===== src/rtl/apred_pkg.sv =====
package apred_pkg;
  typedef enum logic {
    PLACE_OUTER = 1'b0,
    PLACE_L1    = 1'b1
  } place_e;

  localparam int unsigned GRANULE_BYTES_DEF = 128;
endpackage


===== src/rtl/apred_granule_split.sv =====
module apred_granule_split #(
  parameter int unsigned ADDR_W        = 32,
  parameter int unsigned GRANULE_BYTES = 128,
  parameter int unsigned ENTRIES       = 16,
  localparam int unsigned OFF_W = $clog2(GRANULE_BYTES),
  localparam int unsigned IDX_W = $clog2(ENTRIES),
  localparam int unsigned TAG_W = ADDR_W - OFF_W - IDX_W
) (
  input  logic [ADDR_W-1:0] addr,
  output logic [IDX_W-1:0]  idx,
  output logic [TAG_W-1:0]  tag
);
  logic unused_offset;

  assign idx = addr[OFF_W +: IDX_W];
  assign tag = addr[ADDR_W-1 -: TAG_W];
  assign unused_offset = ^addr[OFF_W-1:0];
endmodule


===== src/rtl/apred_hist_ram.sv =====
module apred_hist_ram #(
  parameter int unsigned ENTRIES = 16,
  parameter int unsigned DATA_W  = 8,
  localparam int unsigned IDX_W  = $clog2(ENTRIES)
) (
  input  logic              clk,
  input  logic              rst,
  input  logic [IDX_W-1:0]  idx,
  input  logic              wr_en,
  input  logic [DATA_W-1:0] wr_data,
  output logic              rd_valid,
  output logic [DATA_W-1:0] rd_data
);
  logic [DATA_W-1:0] mem [ENTRIES];
  logic [ENTRIES-1:0] valid_q;

  // Payload without reset so it maps to distributed RAM
  always_ff @(posedge clk) begin
    if (wr_en) mem[idx] <= wr_data;
  end

  always_ff @(posedge clk) begin
    if (rst)        valid_q      <= '0;
    else if (wr_en) valid_q[idx] <= 1'b1;
  end

  assign rd_data  = mem[idx];
  assign rd_valid = valid_q[idx];

  assert_reset_empty_R8: assert property (@(posedge clk)
    $past(rst) |-> (valid_q == '0));

  assert_fill_on_write_R3: assert property (@(posedge clk) disable iff (rst)
    wr_en |=> valid_q[$past(idx)]);
endmodule


===== src/rtl/apred_update.sv =====
module apred_update
  import apred_pkg::*;
#(
  parameter int unsigned CPU_W = 3,
  parameter int unsigned CNT_W = 3,
  parameter int unsigned TAG_W = 21,
  parameter int unsigned LIMIT = 2
) (
  input  logic             rd_valid,
  input  logic [TAG_W-1:0] rd_tag,
  input  logic [CPU_W-1:0] rd_cpu,
  input  logic [CNT_W-1:0] rd_cnt,
  input  logic [TAG_W-1:0] req_tag,
  input  logic [CPU_W-1:0] req_cpu,
  output logic             hit,
  output logic             same_owner,
  output logic [CNT_W-1:0] nxt_cnt,
  output place_e           place
);
  localparam logic [CNT_W-1:0] CNT_MAX = {CNT_W{1'b1}};
  localparam logic [CNT_W-1:0] CNT_ONE = CNT_W'(1);
  localparam logic [CNT_W:0]   LIM_EXT = (CNT_W+1)'(LIMIT);

  always_comb begin
    hit        = rd_valid && (rd_tag == req_tag);
    same_owner = hit && (rd_cpu == req_cpu);
    if (!same_owner)          nxt_cnt = CNT_ONE;
    else if (rd_cnt == CNT_MAX) nxt_cnt = rd_cnt;
    else                      nxt_cnt = rd_cnt + CNT_ONE;
    place = (same_owner && ({1'b0, nxt_cnt} > LIM_EXT)) ? PLACE_L1 : PLACE_OUTER;
  end
endmodule


===== src/rtl/atomic_place_predictor.sv =====
module atomic_place_predictor
  import apred_pkg::*;
#(
  parameter int unsigned ADDR_W        = 32,
  parameter int unsigned CPU_W         = 3,
  parameter int unsigned CNT_W         = 3,
  parameter int unsigned ENTRIES       = 16,
  parameter int unsigned GRANULE_BYTES = GRANULE_BYTES_DEF,
  parameter int unsigned LIMIT         = 2
) (
  input  logic              clk,
  input  logic              rst,
  input  logic              req_valid,
  input  logic [CPU_W-1:0]  req_cpu,
  input  logic [ADDR_W-1:0] req_addr,
  output logic              dec_valid,
  output logic              dec_local
);
  localparam int unsigned OFF_W  = $clog2(GRANULE_BYTES);
  localparam int unsigned IDX_W  = $clog2(ENTRIES);
  localparam int unsigned TAG_W  = ADDR_W - OFF_W - IDX_W;
  localparam int unsigned DATA_W = TAG_W + CPU_W + CNT_W;
  localparam logic [CNT_W-1:0] CNT_MAX = {CNT_W{1'b1}};

  logic [IDX_W-1:0]  idx;
  logic [TAG_W-1:0]  tag;
  logic              rd_valid;
  logic [DATA_W-1:0] rd_data;
  logic [DATA_W-1:0] wr_data;
  logic [TAG_W-1:0]  rd_tag;
  logic [CPU_W-1:0]  rd_cpu;
  logic [CNT_W-1:0]  rd_cnt;
  logic              hit;
  logic              same_owner;
  logic [CNT_W-1:0]  nxt_cnt;
  place_e            place;
  logic              dec_valid_q;
  logic              dec_local_q;

  apred_granule_split #(
    .ADDR_W(ADDR_W), .GRANULE_BYTES(GRANULE_BYTES), .ENTRIES(ENTRIES)
  ) u_split (
    .addr(req_addr), .idx(idx), .tag(tag)
  );

  apred_hist_ram #(
    .ENTRIES(ENTRIES), .DATA_W(DATA_W)
  ) u_ram (
    .clk(clk), .rst(rst), .idx(idx), .wr_en(req_valid),
    .wr_data(wr_data), .rd_valid(rd_valid), .rd_data(rd_data)
  );

  assign {rd_tag, rd_cpu, rd_cnt} = rd_data;
  assign wr_data = {tag, req_cpu, nxt_cnt};

  apred_update #(
    .CPU_W(CPU_W), .CNT_W(CNT_W), .TAG_W(TAG_W), .LIMIT(LIMIT)
  ) u_upd (
    .rd_valid(rd_valid), .rd_tag(rd_tag), .rd_cpu(rd_cpu), .rd_cnt(rd_cnt),
    .req_tag(tag), .req_cpu(req_cpu), .hit(hit), .same_owner(same_owner),
    .nxt_cnt(nxt_cnt), .place(place)
  );

  always_ff @(posedge clk) begin
    if (rst) begin
      dec_valid_q <= 1'b0;
      dec_local_q <= 1'b0;
    end else begin
      dec_valid_q <= req_valid;
      dec_local_q <= req_valid && (place == PLACE_L1);
    end
  end

  assign dec_valid = dec_valid_q;
  assign dec_local = dec_local_q;

  assert_dec_follows_req_R1: assert property (@(posedge clk) disable iff (rst)
    req_valid |=> dec_valid);
  assert_no_spurious_dec_R1: assert property (@(posedge clk) disable iff (rst)
    !req_valid |=> !dec_valid);
  assert_local_needs_valid_R6: assert property (@(posedge clk) disable iff (rst)
    dec_local |-> dec_valid);
  assert_miss_goes_outer_R3: assert property (@(posedge clk) disable iff (rst)
    (req_valid && !hit) |=> !dec_local);
  assert_owner_change_outer_R4: assert property (@(posedge clk) disable iff (rst)
    (req_valid && hit && !same_owner) |=> !dec_local);
  assert_restart_count_R4: assert property (@(posedge clk) disable iff (rst)
    (req_valid && !same_owner) |-> (wr_data[CNT_W-1:0] == CNT_W'(1)));
  assert_no_overflow_R7: assert property (@(posedge clk) disable iff (rst)
    (req_valid && same_owner && rd_cnt == CNT_MAX) |-> (wr_data[CNT_W-1:0] == CNT_MAX));
endmodule


===== config.mk =====
export PLATFORM = sky130hd
export DESIGN_NAME = atomic_place_predictor
export DESIGN_NICKNAME = d
export VERILOG_FILES = /design/src/rtl/apred_pkg.sv /design/src/rtl/apred_granule_split.sv /design/src/rtl/apred_hist_ram.sv /design/src/rtl/apred_update.sv /design/src/rtl/atomic_place_predictor.sv
export SDC_FILE = /design/constraint.sdc
export NUM_CORES = 1
export LEC_CHECK = 0
export BUFFER_PORTS_ARGS = -buffer_cell sky130_fd_sc_hd__buf_2
export CORE_ASPECT_RATIO = 1.75
export CORE_UTILIZATION = 56
export DETAILED_ROUTE_END_ITERATION = 7
export GPL_TIMING_DRIVEN = 0
export PLACE_DENSITY_LB_ADDON = 0.12
export SLEW_MARGIN = 20
export SYNTH_ARGS = -nofsm -noshare
export SYNTH_HDL_FRONTEND = slang
export SYNTH_SLANG_ARGS = --single-unit

===== constraint.sdc =====
create_clock -name clk -period 4.1 [get_ports clk]
set_clock_uncertainty 0.2 [all_clocks]
set_input_delay 0.615 -clock clk [delete_from_list [all_inputs] [get_ports clk]]
set_output_delay 0.615 -clock clk [all_outputs]
set_load 0.02 [all_outputs]

==> results.yml, run 1 <==
run_status:
  status: "completed"
global_route:
  grt_overflow_total: 0
  grt_max_degree: 24
  grtUsageTotal: 0.295
  grt_antenna_before_repair: 0
  grt_pass1_vias: 9784
  grt_first_pass_wirelength_mm: 66.1
clocking:
  root_buffer: "clkbuf_16"
  clock_path_buffers: 3
  clk_pin_slew_worst_paths_ps: 60
  h-tree-depth: 2
  clock_sinks: 450
  cts_buffers: 39
  cts_tree: "done"
  clock_latency_ps: 560
  hold_buffers: 0
power_and_ir_drop:
  power_w: 0.00941
  switching_share: 0.216
  vdd_drop_max_mv: 0.379
  p_int_w: 0.00738
  switchingPower_w: 0.00204
  p_comb_frac: 0.070
  leakage_nw: 6.89
  seqPwrFrac: 0.545
  cellPowerDensity_nw_per_um2: 452
  p_clk_frac: 0.385
floorplan:
  die_h_um: 240
  core_um2: 31600
  die_x_um: 138
  die_area_um2: 33000
  row_count: 86
  io_pins: 40
  start_util: 0.571
detailed_routing:
  ant_nets: 0
  drc: 0
  drt_wl_total_mm: 45.8
  viasPerCell: 6.55
  post_drt_wl_per_cell_um: 31.7
  firstDrtPassIters: 7
  vias: 9457
  dr.first_iter.drc_count: 975
logic_synthesis:
  synth.distinct_cells: 53
  async_flop_share: 0
  synth_area_leaders: "edfxtp_1, mux4_2, mux2i_1"
  netlist.top_cell.by_area: "edfxtp_1"
  synth_top_family_by_area: "multiplexers"
  seq_area_frac_synth: 0.738
  yosysMostFrequentCell: "edfxtp_1"
  synth-seq-cells: 450
  synth_top_area_share: 0.718
  synth_xor_area_frac: 0.0131
  synth_edf_count: 432
  synth_mux_area_frac: 0.169
  netlist_top_cells_count: "edfxtp_1, mux2i_1, mux4_2, nor2_1"
  synth_compound_area_frac: 0.0296
  yosysWarnings: 0
  syn-num-nets: 958
  avgSynthCellArea_um2: 19.7
  synthSimpleGateAreaFrac: 0.0322
  syn_area_um2: 18100
  syn_inst: 919
  synth_fa_ha_area_frac: 0.000692
  synthFlopType: "edfxtp_1"
final_layout:
  diodes: 0
  syn2layout_area_growth_pct: 15.1
  design_area_um2: 20800
  nets: 1057
  drive_above_1_share: 0.259
  fin_cells: 1443
  final_util: 0.658
placed_design:
  dp_cells: 1369
  place_area_um2: 19500
  io_buffers: 29
  dp_hpwl_mm: 29.6
  place_ws_ps: -999
  place_congestion: 0.840
timing:
  tightest_slew_ps: 958
  fin_crit_ps: 3910
  maxSlewHeadroom: 0.361
  rsz0062_at_grt: "false"
  hold_viol_final: 0
  setup_slack_ps: 195
  fmax_ghz: 0.256
  drv_slew: 0
  finalCritPeriodShare: 0.953
  setup_viol: 0
hold_path:
  worstHoldPathType: "in -> reg"
  min_from: "rst"
setup_path:
  crit_arrival_ps: 3980
  rrSetupSlack_ps: 580
  reg2reg_from: "u_ram.mem[1][13]"
  critPathCaptureType: "flop"
  start_kind: "input pin"
  critical_path_class: "in -> reg"
  worstPathRequired_ps: 4170
  cp-startpoint: "req_addr[7]"
  critPathMaxFanout: 16
job:
  maxCapViolations: 0
==> worst max-delay path, cell delays in order <==
cell and delay (ps):
buf_6 170, buf_4 270, buf_4 300, buf_4 360
buf_4 350, mux4_2 390, xor2_1 230, nor4_1 440
o211ai_1 280, or3_4 530
==> cells in the final DEF (no fill, tap or decap), drive strengths merged, types with 17 or more instances in the layout <==
cell type  instances
dfxtp             18
nand2             19
buf               90
clkbuf            59
edfxtp           432
a22oi             19
nor2              55
mux2i             87
mux4              89
nand3             17
==> registers in the layout, summed over array words and instances, names as in the netlist <==
signal and flops:
dec_local 1, dec_valid 1, u_ram.mem 432, u_ram.valid_q 16
==> worst paths after layout <==
path                                     endpoint  cells after the start
worst min-delay path            u_ram.valid_q[13]                      2
worst max register to register    u_ram.mem[2][0]                      7
worst max-delay path              u_ram.mem[2][0]                     10
worst min register to register   u_ram.valid_q[8]                      2
==> through the flow <==
step	hold slack, ps	TNS (ps)
3_3_place_gp	244	-1028000
5_1_grt	229	0
6_report	218	0
4_1_cts	197	0
3_5_place_dp	259	-88720
2_1_floorplan	235	0
==> power groups by stage <==
| stage | sequential [W] | combinational (W) | clock, W |
|---|---|---|---|
| 6_report | 0.00514 | 0.000654 | 0.00362 |
| 5_1_grt | 0.00514 | 0.000689 | 0.00383 |
| 4_1_cts | 0.00514 | 0.000654 | 0.00367 |
| 3_5_place_dp | 0.00523 | 0.000649 | 0 |
| 3_3_place_gp | 0.00524 | 0.000605 | 0 |
| 2_1_floorplan | 0.00523 | 0.000370 | 0 |
==> per-layer routing <==
layer | part of all wire | global-route usage
met5 | 0 | 0
met4 | 0.052 | 0.148
met3 | 0.056 | 0.0419
met2 | 0.52 | 0.497
met1 | 0.37 | 0.370
==> repair_timing <==
| item | 4_1_cts | 5_1_grt |
|---|---|---|
| endpoints found under the setup margin | 48 | 48 |
| setup buffers | 0 | 4 |
| pin swaps | 0 | 3 |
| resized for setup | 9 | 6 |
==> cell families (layout without fill, tap and decap cells) <==
| kind of cell | after synthesis | count (layout) |
|---|---|---|
| compound gates | 72 | 72 |
| simple gates | 125 | 125 |
| buf+inv | 54 | 182 |
| xor+xnor | 27 | 27 |
| mux | 190 | 190 |
| fa+ha+maj | 1 | 1 |
| flops | 450 | 450 |
==> cell type report <==
type / instances / area (µm²)
Buffer: 44 / 300
Clock buffer: 47 / 1010
Clock inverter: 23 / 221
Fill cell: 2118 / 10800
Inverter: 10 / 37.5
Multi-Input combinational cell: 415 / 4570
Sequential cell: 450 / 13300
Tap cell: 396 / 495
Timing Repair Buffer: 58 / 843
Note: power is estimated with default switching activity, not from simulation.
==> run 2: changes to the inputs <==
- ABC_AREA: unset -> 1
- CORE_UTILIZATION: 56 -> 60
- clock period: 4.1 -> 5.1 ns (I/O delays scaled with it)
==> results.yml, run 2 <==
run_status:
  status: "completed"
hold_path:
  worstHoldPathType: "reg -> reg"
  min_from: "u_ram.valid_q[0]"
  min_to: "u_ram.valid_q[0]"
  worstHoldPathCells: 1
logic_synthesis:
  synth_edf_count: 432
  yosysWarnings: 0
  avgSynthCellArea_um2: 10.6
  synth_top_area_share: 0.698
  async_flop_share: 0
  syn-num-nets: 1799
  synth_area_leaders: "edfxtp_1, nand2_1, nor2_1"
  synth.distinct_cells: 27
  yosysMostFrequentCell: "nand2_1"
  netlist.top_cell.by_area: "edfxtp_1"
  seq_area_frac_synth: 0.717
  syn_inst: 1760
  synth-seq-cells: 450
  syn_area_um2: 18600
  netlist_top_cells_count: "nand2_1, edfxtp_1, nor2_1, buf_2, nand3_1"
  synthFlopType: "edfxtp_1"
placed_design:
  io_buffers: 31
  place_congestion: 0.872
  dp_hpwl_mm: 32.3
  dp_cells: 2196
floorplan:
  die_h_um: 235
  start_util: 0.614
  core_um2: 30300
  row_count: 84
  die_area_um2: 31700
  die_x_um: 135
  io_pins: 40
clocking:
  hold_buffers: 0
  root_buffer: "clkbuf_16"
  clk_pin_slew_worst_paths_ps: 60
  cts_tree: "done"
  post_cts_buffers: 0
  clock_path_buffers: 3
  clock_latency_ps: 550
  cts_resized: 0
  clock_sinks: 450
  h-tree-depth: 2
  cts_buffers: 38
power_and_ir_drop:
  p_comb_frac: 0.072
  leakage_nw: 8.50
  p_clk_frac: 0.388
  p_int_w: 0.00595
  vdd_drop_max_mv: 0.351
  switchingPower_w: 0.00169
  seqPwrFrac: 0.540
  switching_share: 0.222
  power_w: 0.00765
  cellPowerDensity_nw_per_um2: 363
timing:
  hold_slack_ps: 265
  drv_slew: 0
  fmax_ghz: 0.248
  maxSlewHeadroom: 0.338
  hold_viol_final: 0
  tightest_slew_ps: 990
  finalCritPeriodShare: 0.790
  fin_crit_ps: 4030
  fin_tns_setup_ps: 0
  setup_viol: 0
  rsz0062_at_grt: "false"
setup_path:
  critPathCaptureType: "flop"
  rrSetupSlack_ps: 2120
  worst_r2r_endpoint: "u_ram.mem[1][1]"
  path_cells: "buf_2 -> nand2_1 -> inv_2 -> buf_1 -> nand2_1 -> nand2_1 -> nor2_1 -> nand2_1 -> nand2_1 -> clkinv_1 -> nand2_1 -> nor2_1 -> nand3_1 -> nor3b_2"
  reg2reg_from: "u_ram.mem[13][13]"
  crit_path_max_incr_delay_ps: 740
  slowest_stage: "nor3b_2"
  crit_cells: 14
  critPathMaxFanout: 16
  critical_path_class: "in -> reg"
  cp_common_cell: "nand2_1"
  start_kind: "input pin"
  cp_top_family: "simple AND/OR/NAND/NOR gates"
  crit_arrival_ps: 4060
  worstRegToRegCells: 13
  crit_buf_inv: 4
  cp-startpoint: "req_addr[9]"
  worstPathRequired_ps: 5130
final_layout:
  nets: 1888
  final_util: 0.696
  largest_register_ffs: 432
  fin_cells: 2265
  syn2layout_area_growth_pct: 13.2
  diodes: 0
  final_cell_mix: "nand2_1, edfxtp_1, nor2_1, buf_2, clkbuf_16"
  regMostFlops: "u_ram.mem"
  reg_top3: "u_ram.mem x432, u_ram.valid_q x16"
  drive_above_1_share: 0.0948
  layout_commonest_cell: "nand2_1"
detailed_routing:
  drt_wl_total_mm: 50.8
  firstDrtPassIters: 6
  vias: 13074
  ant_nets: 0
  drc: 0
  dr.first_iter.drc_count: 1510
  viasPerCell: 5.77
  post_drt_wl_per_cell_um: 22.4
global_route:
  grt_antenna_before_repair: 0
  grt_pass1_vias: 12714
  grt_overflow_total: 0
  grtUsageTotal: 0.333
  grt_max_degree: 20
  grt_first_pass_wirelength_mm: 75.8
job:
  maxCapViolations: 0
## run 2: cell types whose count changed after synthesis, moves of 14 or more
cell     before  now
inv_1        10   27
mux2i_1      87    0
buf_2        19   45
nor2_1       54  100
nand2_1      19  996
xnor2_1      14    0
mux2_2       14    0
mux4_2       83    0
## run 2: worst max-delay path by stage
| stage | end | slack (ps) |
|---|---|---|
| after CTS | u_ram.mem[5][1] | 1180 |
| after global routing | u_ram.mem[5][1] | 840 |
| after global placement | u_ram.mem[1][21] | -690 |
| after detailed placement | u_ram.mem[12][1] | 620 |
| final | u_ram.mem[1][1] | 1070 |
| after floorplan | u_ram.mem[0][1] | 1610 |
## run 2: cells by family (layout without fill, tap and decap cells)
family	count (synthesis)	in the layout	share of synthesized area
flip-flops	450	450	0.717
buffers and inverters	105	223	0.0252
AO/OA/AOI/OAI	61	61	0.0215
adder cells (fa/ha/maj)	1	1	0.000673
XOR/XNOR	1	1	0.000471
AND/OR/NAND/NOR	1142	1142	0.235
## run 2: metrics by stage
stage | instance area [µm²] | worst slack, ps
6_report | 21100 | 1070
5_1_grt | 21100 | 841
4_1_cts | 21100 | 1180
3_5_place_dp | 19800 | 619
3_3_place_gp | 19200 | -686
2_1_floorplan | 18600 | 1610
## run 2: area by class of cell
type	count	area [µm²]
buffer	72	345
clock buffer	53	1050
clock inverter	16	204
fill	2221	9220
inverter	33	124
multi-input combinational	1205	4920
sequential	450	13300
tap	387	484
timing repair buffer	49	591
## run 2: metal layers
metal / track usage / part of all wire / routed length [µm]
met3: 0.0496 / 0.077 / 3900
met1: 0.397 / 0.35 / 17700
met5: 0 / 0 / 0
met4: 0.199 / 0.061 / 3120
met2: 0.566 / 0.51 / 26100
## run 2: power groups by stage
stage	Sequential [W]	Clock (W)	Combinational, W
after floorplan	0.00421	0	0.000306
after global placement	0.00421	0	0.000507
after detailed placement	0.00421	0	0.000540
after CTS	0.00413	0.00297	0.000545
after global routing	0.00413	0.00312	0.000602
final	0.00413	0.00297	0.000550
==> run 3: changes to the inputs <==
- CORE_UTILIZATION: 60 -> 56
- clock period: 5.1 -> 3.5 ns (I/O delays scaled with it)
==> results.yml, run 3 (synthesis gave the netlist of run 2 again) <==
run_status:
  status: "completed"
final_layout:
  layout_commonest_cell: "nand2_1"
  reg_top3: "u_ram.mem x432, u_ram.valid_q x16"
  nets: 1892
  largest_register_ffs: 432
  fin_cells: 2283
  syn2layout_area_growth_pct: 13.8
  regMostFlops: "u_ram.mem"
  final_util: 0.652
  drive_above_1_share: 0.101
  diodes: 0
  design_area_um2: 21200
  final_cell_mix: "nand2_1, edfxtp_1, nor2_1, buf_2, clkbuf_16"
floorplan:
  core_um2: 32400
  die_x_um: 140
  die_area_um2: 34000
  io_pins: 40
  start_util: 0.573
  die_h_um: 243
  row_count: 87
detailed_routing:
  post_drt_wl_per_cell_um: 22.6
  viasPerCell: 5.70
  firstDrtPassIters: 7
  dr.first_iter.drc_count: 1174
  vias: 13008
  ant_nets: 0
  drc: 0
  drt_wl_total_mm: 51.5
timing:
  finalCritPeriodShare: 0.955
  maxSlewHeadroom: 0.488
  rsz0062_at_grt: "false"
  hold_viol_final: 0
  setup_viol: 0
  drv_slew: 0
  setup_slack_ps: 158
  fin_crit_ps: 3340
  tightest_slew_ps: 766
  fin_tns_setup_ps: 0
  fmax_ghz: 0.299
power_and_ir_drop:
  vdd_drop_max_mv: 0.441
  cellPowerDensity_nw_per_um2: 526
  leakage_nw: 8.57
global_route:
  use_met3: 0.0440
  grtUsageTotal: 0.313
  grtUsageMet1: 0.358
  grt_max_degree: 19
  met2_usage: 0.560
  grt_overflow_total: 0
  grt_antenna_before_repair: 0
  grt_first_pass_wirelength_mm: 76.2
  top_usage_layer: "met2"
  grt_pass1_vias: 12577
clocking:
  root_buffer: "clkbuf_16"
  clock_path_buffers: 3
  post_cts_buffers: 0
  clock_latency_ps: 550
  clk_pin_slew_worst_paths_ps: 60
  h-tree-depth: 2
  cts_buffers: 40
  cts_resized: 4
  hold_buffers: 0
  clock_sinks: 450
  cts_tree: "done"
placed_design:
  dp_hpwl_mm: 33.4
  dp_cells: 2211
  place_congestion: 0.876
  place_ws_ps: -884
  place_area_um2: 19900
  io_buffers: 31
setup_path:
  start_kind: "input pin"
  crit_arrival_ps: 3400
  critPathCaptureType: "flop"
  worstPathRequired_ps: 3560
  critPathMaxFanout: 16
  critical_path_class: "in -> reg"
hold_path:
  worstHoldPathType: "in -> reg"
job:
  maxCapViolations: 0
[run 3: cell type report]
class | count | area (µm²)
Clock inverter | 21 | 176
Fill cell | 2502 | 11300
Buffer | 72 | 352
Timing Repair Buffer | 51 | 646
Inverter | 33 | 124
Tap cell | 400 | 500
Sequential cell | 450 | 13300
Multi-Input combinational cell | 1205 | 4940
Clock buffer | 51 | 1080
[run 3: through the flow]
step / hold slack [ps] / power [W]
after global routing: 165 / 0.0115
after floorplan: 240 / 0.00657
final: 166 / 0.0111
after detailed placement: 257 / 0.00693
after global placement: 248 / 0.00688
after CTS: 144 / 0.0112
[run 3: worst paths after layout]
check | endpoint | cells after the start | slack (ps) | start
setup reg to reg | u_ram.mem[13][1] | 13 | 610 | u_ram.mem[15][17]
hold / removal | u_ram.mem[11][8] | 1 | 170 | req_addr[13]
hold reg to reg | u_ram.valid_q[2] | 2 | 270 | u_ram.valid_q[2]
setup / recovery | u_ram.mem[13][1] | 16 | 160 | req_addr[7]
[run 3: critical path: stages]
cell,delay (ps)
buf_2,130
buf_4,190
nor2_4,380
clkbuf_4,390
nand2_1,90
nand3_1,90
nand2_1,50
nand2_1,80
nor2_1,50
nand2_1,120
nand2_1,70
clkinv_1,50
nand2_1,50
nor2_1,160
nand3_1,330
nor3b_4,640
[run 3: routing by layer]
metal / vias to the layer above / share of wire
met5: - / 0
li1: 6010 / -
met1: 6220 / 0.35
met3: 186 / 0.066
met2: 592 / 0.53
met4: 0 / 0.058
[run 3: report_power, final]
| group | switching [W] | total [W] | internal (W) |
|---|---|---|---|
| sequential | 0.0000240 | 0.00601 | 0.00599 |
| clock | 0.00189 | 0.00430 | 0.00241 |
| combinational | 0.000595 | 0.000810 | 0.000216 |
